### src/rtl/bcm_pkg.sv
package bcm_pkg;
  localparam int CLK_REGS   = 5;
  localparam int CLK_IDX_W  = 3;
  localparam int BANK_W     = 7;
  localparam int ROM_OFF_W  = 14;
  localparam int RAM_OFF_W  = 13;
  localparam int RAM_BANK_W = 2;
  localparam logic [7:0] SEC_TOP = 8'd59;
  localparam logic [7:0] MIN_TOP = 8'd59;
  localparam logic [7:0] HR_TOP  = 8'd23;

  typedef enum logic [2:0] {
    RG_ENABLE = 3'd0, RG_ROMBANK = 3'd1, RG_SELECT = 3'd2,
    RG_LATCH  = 3'd3, RG_WINDOW  = 3'd5
  } region_e;

  // advance with wrap: values at or above top return to zero
  function automatic logic [7:0] wrap_inc(input logic [7:0] v, input logic [7:0] top);
    return (v >= top) ? 8'd0 : v + 8'd1;
  endfunction

  function automatic logic is_clock_sel(input logic [3:0] s);
    return (s >= 4'h8) && (s <= 4'hC);
  endfunction

  function automatic logic [CLK_IDX_W-1:0] clock_index(input logic [3:0] s);
    return CLK_IDX_W'(s - 4'h8);
  endfunction
endpackage

### src/rtl/bcm_ctrl.sv
module bcm_ctrl
  import bcm_pkg::*;
(
  input  logic              clk,
  input  logic              rst_n,
  input  logic              wr_enable_ev,
  input  logic              wr_rombank_ev,
  input  logic              wr_select_ev,
  input  logic [7:0]        wdata,
  input  logic              ram_present,
  input  logic              clock_present,
  output logic              ram_en,
  output logic [BANK_W-1:0] rom_bank,
  output logic [3:0]        sel
);
  logic [BANK_W-1:0] bank_raw;
  logic              sel_full;

  assign bank_raw = wdata[BANK_W-1:0];
  assign sel_full = clock_present && (wdata >= 8'h08) && (wdata <= 8'h0C);

  always_ff @(posedge clk or negedge rst_n) begin
    if (!rst_n) begin
      ram_en   <= 1'b0;
      rom_bank <= BANK_W'(1);
      sel      <= 4'h0;
    end else begin
      if (wr_enable_ev)  ram_en <= (wdata == 8'h0A);
      if (wr_rombank_ev) rom_bank <= (bank_raw == '0) ? BANK_W'(1) : bank_raw;
      if (wr_select_ev && ram_present)
        sel <= sel_full ? wdata[3:0] : {2'b00, wdata[1:0]};
    end
  end

  p_enable_key_r2: assert property (@(posedge clk) disable iff (!rst_n)
    (wr_enable_ev && wdata != 8'h0A) |=> !ram_en);
  p_bank_nonzero_r3: assert property (@(posedge clk) disable iff (!rst_n)
    (wr_rombank_ev && wdata[BANK_W-1:0] == '0) |=> (rom_bank == BANK_W'(1)));
  p_sel_absent_r5: assert property (@(posedge clk) disable iff (!rst_n)
    (wr_select_ev && !ram_present) |=> $stable(sel));
endmodule

### src/rtl/bcm_clock.sv
module bcm_clock
  import bcm_pkg::*;
#(
  parameter int NREG  = CLK_REGS,
  parameter int IDX_W = CLK_IDX_W
) (
  input  logic             clk,
  input  logic             rst_n,
  input  logic             tick,
  input  logic             snap_ev,
  input  logic             release_ev,
  input  logic             reg_wr_ev,
  input  logic [IDX_W-1:0] idx,
  input  logic [7:0]       wdata,
  output logic [7:0]       rdata,
  output logic             frozen
);
  logic [NREG-1:0][7:0] live_q, snap_q, live_nxt;
  logic sec_carry, min_carry, sec_written;

  assign sec_carry   = live_q[0] >= SEC_TOP;
  assign min_carry   = live_q[1] >= MIN_TOP;
  assign sec_written = reg_wr_ev && (idx == '0);

  always_comb begin
    live_nxt = live_q;
    if (tick) begin
      live_nxt[0] = wrap_inc(live_q[0], SEC_TOP);
      if (sec_carry) begin
        live_nxt[1] = wrap_inc(live_q[1], MIN_TOP);
        if (min_carry) live_nxt[2] = wrap_inc(live_q[2], HR_TOP);
      end
    end
    for (int i = 0; i < NREG; i++)
      if (reg_wr_ev && idx == IDX_W'(i)) live_nxt[i] = wdata;
  end

  always_comb begin
    rdata = 8'h00;
    for (int i = 0; i < NREG; i++)
      if (idx == IDX_W'(i)) rdata = frozen ? snap_q[i] : live_q[i];
  end

  always_ff @(posedge clk or negedge rst_n) begin
    if (!rst_n) begin
      live_q <= '0;
      snap_q <= '0;
      frozen <= 1'b0;
    end else begin
      live_q <= live_nxt;
      if (snap_ev) begin
        snap_q <= live_q;
        frozen <= 1'b1;
      end else if (release_ev) begin
        frozen <= 1'b0;
      end
    end
  end

  p_snap_hold_r8: assert property (@(posedge clk) disable iff (!rst_n)
    !snap_ev |=> $stable(snap_q));
  p_sec_wrap_r9: assert property (@(posedge clk) disable iff (!rst_n)
    (tick && live_q[0] == SEC_TOP && !sec_written) |=> (live_q[0] == 8'd0));
  p_idle_hold_r9: assert property (@(posedge clk) disable iff (!rst_n)
    (!tick && !reg_wr_ev) |=> $stable(live_q));
endmodule

### src/rtl/bcm_map.sv
module bcm_map
  import bcm_pkg::*;
#(
  parameter int ROM_BANKS = 64,
  parameter int ROM_AW    = BANK_W + ROM_OFF_W,
  parameter int RAM_AW    = RAM_BANK_W + RAM_OFF_W
) (
  input  logic              clk,
  input  logic              rst_n,
  input  logic [15:0]       addr,
  input  logic              rd,
  input  logic              wr,
  input  logic [BANK_W-1:0] rom_bank,
  input  logic [3:0]        sel,
  input  logic              ram_en,
  input  logic              ram_present,
  output logic [ROM_AW-1:0] rom_addr,
  output logic              rom_zero,
  output logic [RAM_AW-1:0] ram_addr,
  output logic              ram_we,
  output logic              ram_re,
  output logic              clk_wr_ev,
  output logic              clk_rd_ev
);
  localparam logic [BANK_W:0] ROM_LIMIT = (BANK_W+1)'(ROM_BANKS);

  logic in_fixed, in_banked, in_window, clock_hit, ram_hit;

  assign in_fixed  = (addr[15:14] == 2'b00);
  assign in_banked = (addr[15:14] == 2'b01);
  assign in_window = (region_e'(addr[15:13]) == RG_WINDOW);
  assign clock_hit = in_window && is_clock_sel(sel);
  assign ram_hit   = in_window && !is_clock_sel(sel) && ram_present && ram_en;

  always_comb begin
    rom_addr = '0;
    if (in_fixed)       rom_addr = ROM_AW'(addr[ROM_OFF_W-1:0]);
    else if (in_banked) rom_addr = {rom_bank, addr[ROM_OFF_W-1:0]};
  end

  assign rom_zero  = in_banked && ({1'b0, rom_bank} >= ROM_LIMIT);
  assign ram_addr  = {sel[RAM_BANK_W-1:0], addr[RAM_OFF_W-1:0]};
  assign ram_we    = ram_hit && wr;
  assign ram_re    = ram_hit && rd;
  assign clk_wr_ev = clock_hit && wr;
  assign clk_rd_ev = clock_hit && rd;

  p_one_target_r6: assert property (@(posedge clk) disable iff (!rst_n)
    $onehot0({ram_we | ram_re, clk_wr_ev | clk_rd_ev}));
  p_fixed_valid_r4: assert property (@(posedge clk) disable iff (!rst_n)
    (addr < 16'h4000) |-> !rom_zero);
  p_gate_r2: assert property (@(posedge clk) disable iff (!rst_n)
    !ram_en |-> !(ram_we || ram_re));
endmodule

### src/rtl/banked_clock_mapper.sv
module banked_clock_mapper
  import bcm_pkg::*;
#(
  parameter int ROM_BANKS = 64,
  parameter int ROM_AW    = BANK_W + ROM_OFF_W,
  parameter int RAM_AW    = RAM_BANK_W + RAM_OFF_W
) (
  input  logic              clk,
  input  logic              rst_n,
  input  logic [15:0]       cpu_addr,
  input  logic [7:0]        cpu_wdata,
  input  logic              cpu_rd,
  input  logic              cpu_wr,
  input  logic              ram_present,
  input  logic              clock_present,
  input  logic              tick,
  output logic [ROM_AW-1:0] rom_addr,
  output logic              rom_zero,
  output logic [RAM_AW-1:0] ram_addr,
  output logic              ram_we,
  output logic              ram_re,
  output logic [7:0]        clk_rdata
);
  region_e           region;
  logic              wr_enable_ev, wr_rombank_ev, wr_select_ev, wr_latch_ev;
  logic              snap_ev, release_ev, clk_wr_ev, clk_rd_ev, ram_en, frozen;
  logic [BANK_W-1:0] rom_bank;
  logic [3:0]        sel;
  logic [7:0]        clock_word;

  assign region        = region_e'(cpu_addr[15:13]);
  assign wr_enable_ev  = cpu_wr && (region == RG_ENABLE);
  assign wr_rombank_ev = cpu_wr && (region == RG_ROMBANK);
  assign wr_select_ev  = cpu_wr && (region == RG_SELECT);
  assign wr_latch_ev   = cpu_wr && (region == RG_LATCH);
  assign snap_ev       = wr_latch_ev && cpu_wdata[0];
  assign release_ev    = wr_latch_ev && !cpu_wdata[0];

  bcm_ctrl u_ctrl (
    .clk, .rst_n, .wr_enable_ev, .wr_rombank_ev, .wr_select_ev,
    .wdata(cpu_wdata), .ram_present, .clock_present,
    .ram_en, .rom_bank, .sel
  );

  bcm_clock u_clock (
    .clk, .rst_n, .tick, .snap_ev, .release_ev, .reg_wr_ev(clk_wr_ev),
    .idx(clock_index(sel)), .wdata(cpu_wdata), .rdata(clock_word), .frozen
  );

  bcm_map #(.ROM_BANKS(ROM_BANKS), .ROM_AW(ROM_AW), .RAM_AW(RAM_AW)) u_map (
    .clk, .rst_n, .addr(cpu_addr), .rd(cpu_rd), .wr(cpu_wr),
    .rom_bank, .sel, .ram_en, .ram_present,
    .rom_addr, .rom_zero, .ram_addr, .ram_we, .ram_re, .clk_wr_ev, .clk_rd_ev
  );

  assign clk_rdata = clk_rd_ev ? clock_word : 8'h00;

  p_latch_flag_r8: assert property (@(posedge clk) disable iff (!rst_n)
    snap_ev |=> frozen);
  p_rdata_quiet_r10: assert property (@(posedge clk) disable iff (!rst_n)
    !clk_rd_ev |-> (clk_rdata == 8'h00));
endmodule

### config.mk
export PLATFORM = sky130hd
export DESIGN_NAME = banked_clock_mapper
export DESIGN_NICKNAME = d
export VERILOG_FILES = /design/src/rtl/bcm_pkg.sv /design/src/rtl/bcm_ctrl.sv /design/src/rtl/bcm_clock.sv /design/src/rtl/bcm_map.sv /design/src/rtl/banked_clock_mapper.sv
export SDC_FILE = /design/constraint.sdc
export NUM_CORES = 1
export LEC_CHECK = 0
export CAP_MARGIN = 20
export CORE_UTILIZATION = 45
export CTS_BUF_LIST = sky130_fd_sc_hd__clkbuf_16
export DETAILED_ROUTE_END_ITERATION = 16
export HOLD_SLACK_MARGIN = 0.03
export PLACE_DENSITY = 0.69
export REMOVE_ABC_BUFFERS = 1
export SLEW_MARGIN = 20
export SYNTH_ARGS = -nofsm -noshare
export SYNTH_HDL_FRONTEND = slang
export SYNTH_HIERARCHICAL = 1
export SYNTH_SLANG_ARGS = --single-unit
### constraint.sdc
create_clock -name clk -period 7.3 [get_ports clk]
set_clock_uncertainty 0.2 [all_clocks]
set_input_delay 0.73 -clock clk [delete_from_list [all_inputs] [get_ports clk]]
set_output_delay 0.73 -clock clk [all_outputs]
set_load 0.01 [all_outputs]
======== After elaboration in Yosys (flattened, before gate mapping) ========
Cells that the tools add are included.
storage, ports and cells
  bits in registers ....................... 93
  latch bits .............................. 0
  memory bits (writable) .................. 0
  memory bits (read-only) ................. 0
  bits of input ports ..................... 31
  output and inout port bits .............. 47
  word-level logic and storage cells ...... 101
  memories ................................ 0
cells by class
  add/sub/neg operators ................... 4
  $mul .................................... 0
  div/mod/pow operators ................... 0
  magnitude comparators ................... 8
  equal/unequal tests ..................... 10
  shifts and indexed selects .............. 0
  muxes and demuxes ....................... 26
  bitwise logic cells ..................... 0
  reduce and logical (&&, ||, !) cells .... 39
operators by type and width
  operator               count
  $mux W8                18
  $mux W21               2
  $add A8 B1 Y8 const B  3
  $logic_and A1 B1 Y1    24
  $mux W24               1
  $ge A8 B6 Y1 const B   2
  $mux W16               1
  $reduce_bool A2 Y1     7
  $eq A3 B2 Y1 const B   4
  $eq A8 B4 Y1 const B   1
  $ge A8 B4 Y1 const B   1
  $ge A8 B5 Y1 const B   1
  $le A8 B4 Y1 const B   1
  $ge A7 B7 Y1 const B   1
  $logic_not A7 Y1       1
  $mux W7                1
  $eq A3 B1 Y1 const B   2
  $eq A3 B3 Y1 const B   2
  $logic_not A3 Y1       2
  $ge A4 B4 Y1 const B   1
  $le A4 B4 Y1 const B   1
  $mux W4                1
  $reduce_and A3 Y1      1
  $sub A3 B1 Y3 const B  1
  other kinds (5)        7

======== Depth between registers and ports, before layout ========
  word-level depth ........................ 8
  gate-level depth with buffers ........... 8
  gate-level depth less buffers ........... 7

======== By module ========
Netlist, hierarchy kept.
modules (own cells, without submodules)
  module               times used  cells an instance  area each (um^2)  seq. area each (um^2)
  bcm_clock            1           320                4047.6            2026.9
  bcm_ctrl             1           39                 520.5             301.5
  bcm_map              1           48                 327.8             0.0
  banked_clock_mapper  1           16                 111.4             0.0

======== Least setup slack after synthesis ========
Ideal clock, no wire load.
  path kind ............................... register to output
  start point ............................. register u_clock.frozen
  end point ............................... output port clk_rdata[6]
  data arrival time ....................... 1.738 ns
  required time ........................... 6.370 ns
  setup slack ............................. 4.632 ns
  stages on the path, launching flop included .. 7
  buffers on the path ..................... 2
  cells stage by stage .................... dfrtp_1 > clkbuf_1 > buf_1 > mux4_2 > mux2i_1 > o22ai_1 > and2_1
on the way
  longest elaborated chain between the ends .. 7
  elaborated cells on any way between the ends .. 11
  those cells by class .................... mux: 11
ends and longest elaborated chain
  element                   line                       RTL
  start: declaration        bcm_clock.sv:16            output logic frozen
  start signal: assignment  bcm_clock.sv:48            frozen <= 1'b0;
  start signal: assignment  bcm_clock.sv:53            frozen <= 1'b1;
  start signal: assignment  bcm_clock.sv:55            frozen <= 1'b0;
  $mux W8 (5 in a row)      bcm_clock.sv:41            if (idx == IDX_W'(i)) rdata = frozen ? snap_q[i] : live_q[i];
  $mux W8 *                 bcm_clock.sv:41
  named net clock_word[6]   banked_clock_mapper.sv:29  logic [7:0] clock_word;
  $mux W8 *                 banked_clock_mapper.sv:56  assign clk_rdata = clk_rd_ev ? clock_word : 8'h00;
  end: declaration          banked_clock_mapper.sv:22  output logic [7:0] clk_rdata
The timed path passes the listed nets; every way through them passes the cells marked *.

======== Final worst setup path ========
  start point ............................. input port cpu_addr[15]
  end point ............................... output port clk_rdata[3]
on the way
  longest elaborated chain between the ends .. 4
ends and longest elaborated chain
  element              line                       RTL
  start: declaration   banked_clock_mapper.sv:10  input logic [15:0] cpu_addr,
  $eq A3 B3 Y1         bcm_map.sv:31              assign in_window = (region_e'(addr[15:13]) == RG_WINDOW);
  $logic_and A1 B1 Y1  bcm_map.sv:32              assign clock_hit = in_window && is_clock_sel(sel);
  $logic_and A1 B1 Y1  bcm_map.sv:46              assign clk_rd_ev = clock_hit && rd;
  named net clk_rd_ev  banked_clock_mapper.sv:26  logic snap_ev, release_ev, clk_wr_ev, clk_rd_ev, ram_en, frozen;
  $mux W8              banked_clock_mapper.sv:56
The timed path passes the listed nets, and every way through them passes these cells.

==> impl_metrics.py <==
metrics = {
    "outcome": {
        "status": "completed",
    },
    "synth": {
        "synth_top_area_share_pct": 45.98,
        "synth-async-reset-ratio_pct": 100.0,
        "yosysUniqueCellTypes": 56,
        "synth_common_cells": "dfrtp_1, mux2_2, nand2_1",
        "synth_edf_count": 0,
        "synth_warnings": 6,
        "synth.largest_area_cell": "dfrtp_1",
        "synth_area_per_cell_um2": 11.84,
        "synth_area_um2": 5007,
        "yosys.cell_count.top_type": "dfrtp_1",
        "syn_inst": 423,
        "ys_ff_latch": 93,
        "synth.area.top_cells": "dfrtp_1, mux2_2, mux4_2",
        "synth_ff_type": "dfrtp_1",
        "ys_seq_area_share_pct": 46.50,
    },
    "layout": {
        "final_cell_area_um2": 6092,
        "final_core_util_pct": 56.20,
        "final_layout_size_suffix_gt1_share_pct": 23.88,
        "area_growth_pct": 21.66,
        "nFillCells": 912,
        "antenna_cells": 0,
        "final_nets": 519,
    },
    "timing": {
        "period_share_pct": 51.62,
        "fmax_ghz": 0.2654,
        "relSlewSlack_pct": 47.33,
        "rsz0062_at_grt": "no",
        "final-hold-violation-count": 0,
        "slew_viol_final": 0,
        "setup_tns_ns": 0,
        "period_minus_slack_ns": 3.768,
        "setup_viol": 0,
        "worst_pin_slew_ns": 0.7901,
        "hold_ws_ns": 0.1761,
    },
    "power_and_ir_drop": {
        "p_per_area_nw_per_um2": 213.4,
        "switchingPower_mw": 0.3676,
        "power.share.clock_pct": 32.8,
        "p_int_mw": 0.9328,
        "seqPwrFrac_pct": 47.2,
        "peakVddDrop_uv": 121.4,
        "swShare_pct": 28.27,
        "p_leak_nw": 2.604,
        "pwr-share-comb_pct": 20.0,
    },
    "critical_path": {
        "rr_startpoint": "u_ctrl/sel[1]$_DFFE_PN0P_",
        "crit_required_ns": 6.37,
        "cp-start-kind": "primary input",
        "crit_path_end_kind": "primary output",
        "path_class": "in -> out",
        "cp.arrival_ns": 2.84,
        "cp_max_fo": 18,
        "cp-startpoint": "cpu_addr[15]",
    },
    "routing": {
        "wl_met3_um": 616,
        "wl_um": 11950,
        "vias_per_cell": 5.802,
        "dr.pass1.iters": 4,
        "antenna_left": 0,
        "drt-met1-wl_um": 5317,
        "highest_layer": "met4",
        "drtIter0Drc": 244,
        "dr_wl_met2_um": 5716,
        "vias": 3655,
        "drc": 0,
        "avgRoutedWirePerCell_um": 18.97,
    },
    "global_routing": {
        "grt_usage_pct": 21.71,
        "grt_pass1_wl_um": 18720,
        "grt_pass1_vias": 3510,
        "grt_antenna_before_repair": 0,
        "grt_max_degree": 52,
        "grt_overflow": 0,
    },
    "placed_design": {
        "portBuffers": 77,
        "dpl_cell_area_um2": 5823,
        "gp_congestion": 0.8297,
        "dp_hpwl_um": 8279,
    },
    "floorplan": {
        "io_pins": 78,
        "die-area_um2": 11550,
        "fp.dieW_um": 107.5,
        "placementRows": 38,
        "core_area_um2": 10840,
        "initial_core_util_pct": 46.19,
        "die_h_um": 107.5,
    },
    "clock_tree": {
        "cts_sinks": 93,
        "cts_buffers": 9,
        "clk_pin_slew_worst_paths_ns": 0.06,
        "cts-root-buf": "clkbuf_16",
        "clock_path_buffers": 2,
        "cts.repair.resized": 0,
        "ctsHtreeMaxLevel": 3,
        "clk_latency_ns": 0.34,
        "cts_tree": "yes",
        "postCtsSetupRepairBufs": 0,
        "cts.hold.buffers_added": 0,
    },
    "hold_path": {
        "hold_path.class": "in -> async",
    },
    "flow_run": {
        "cap_viol_max_count": 0,
    },
}
==> cells in the final DEF (no fill, tap or decap), types with 4 or more instances in the layout <==
| master | instances |
|---|---|
| a21oi_1 | 11 |
| and2_1 | 18 |
| buf_4 | 8 |
| clkbuf_16 | 9 |
| clkdlybuf4s50_1 | 76 |
| dfrtp_1 | 92 |
| inv_1 | 8 |
| mux2_2 | 65 |
| mux2i_1 | 16 |
| mux4_2 | 15 |
| nand2_1 | 37 |
| nand3_1 | 11 |
| nor2_1 | 9 |
| nor2b_1 | 15 |
| nor3_1 | 6 |
| o21ai_0 | 17 |
| o22ai_1 | 8 |
| o311ai_0 | 4 |
==> registers in the layout, summed over array words and instances, names as in the netlist <==
register         flops
u_clock/frozen       1
u_clock/live_q      40
u_clock/snap_q      40
u_ctrl/ram_en        1
u_ctrl/rom_bank      7
u_ctrl/sel           4
==> layout make-up <==
class | instances | area, µm² | share of cell area, %
Inverter | 7 | 26.28 | 0.4313
Timing Repair Buffer | 84 | 820.8 | 13.47
Tap cell | 140 | 175.2 | 2.875
Clock inverter | 7 | 43.79 | 0.7188
Multi-Input combinational cell | 290 | 2472 | 40.58
Clock buffer | 9 | 225.2 | 3.697
Sequential cell | 93 | 2328 | 38.22
==> layer usage <==
layer,vias to the layer above,global-route usage [%]
met3,18,3.632
li1,1685,-
met5,-,0
met1,1838,28.16
met4,0,9.393
met2,114,35.81
==> power by group through the flow <==
| stage | combinational, mW | sequential, mW | clock (mW) |
|---|---|---|---|
| after detailed placement | 0.262 | 0.623 | 0 |
| final | 0.260 | 0.614 | 0.427 |
| after CTS | 0.263 | 0.613 | 0.434 |
| after global routing | 0.283 | 0.621 | 0.452 |
| after floorplan | 0.135 | 0.627 | 0 |
| after global placement | 0.258 | 0.620 | 0 |
==> metrics by stage <==
| stage | worst slack (ns) | cells | total power [mW] |
|---|---|---|---|
| 2_1_floorplan | 2.808 | 390 | 0.7621 |
| 3_3_place_gp | 3.588 | 614 | 0.8781 |
| 3_5_place_dp | 3.482 | 614 | 0.8852 |
| 4_1_cts | 3.473 | 630 | 1.310 |
| 5_1_grt | 3.388 | 630 | 1.356 |
| 6_report | 3.532 | 630 | 1.300 |
==> cell families (layout without fill, tap and decap cells) <==
| family | after synthesis | count (layout) | share of synthesized area, % |
|---|---|---|---|
| and+or+nand+nor | 125 | 125 | 14.39 |
| xor gates and xnor gates | 1 | 1 | 0.1749 |
| muxes | 97 | 97 | 25.09 |
| DFF | 93 | 93 | 46.50 |
| AOI/OAI and AO/OA | 64 | 64 | 8.746 |
| adders and majority gates | 3 | 3 | 0.7497 |
| buffers and inverters | 40 | 107 | 4.348 |
==> worst max-delay path: stages <==
cell and delay, ns:
clkdlybuf4s50_1 0.86, and3b_1 0.25, and4_1 0.29, and2_1 0.16
clkdlybuf4s50_1 0.54
==> path summary, 6_finish.rpt <==
kind                                                   to  slack [ns]  depth (start not counted)
max                                          clk_rdata[3]        3.53                          5
min                        u_clock/snap_q[21]$_DFFE_PN0P_        0.18                          1
max reg2reg                u_clock/live_q[18]$_DFFE_PN0P_        4.21                          7
min reg2reg                u_ctrl/rom_bank[0]$_DFFE_PN1P_        0.30                          2
max in group asynchronous  u_clock/live_q[32]$_DFFE_PN0P_        5.68                          2
min in group clk           u_ctrl/rom_bank[0]$_DFFE_PN1P_        0.30                          2
(Power assumes the default switching activity.)
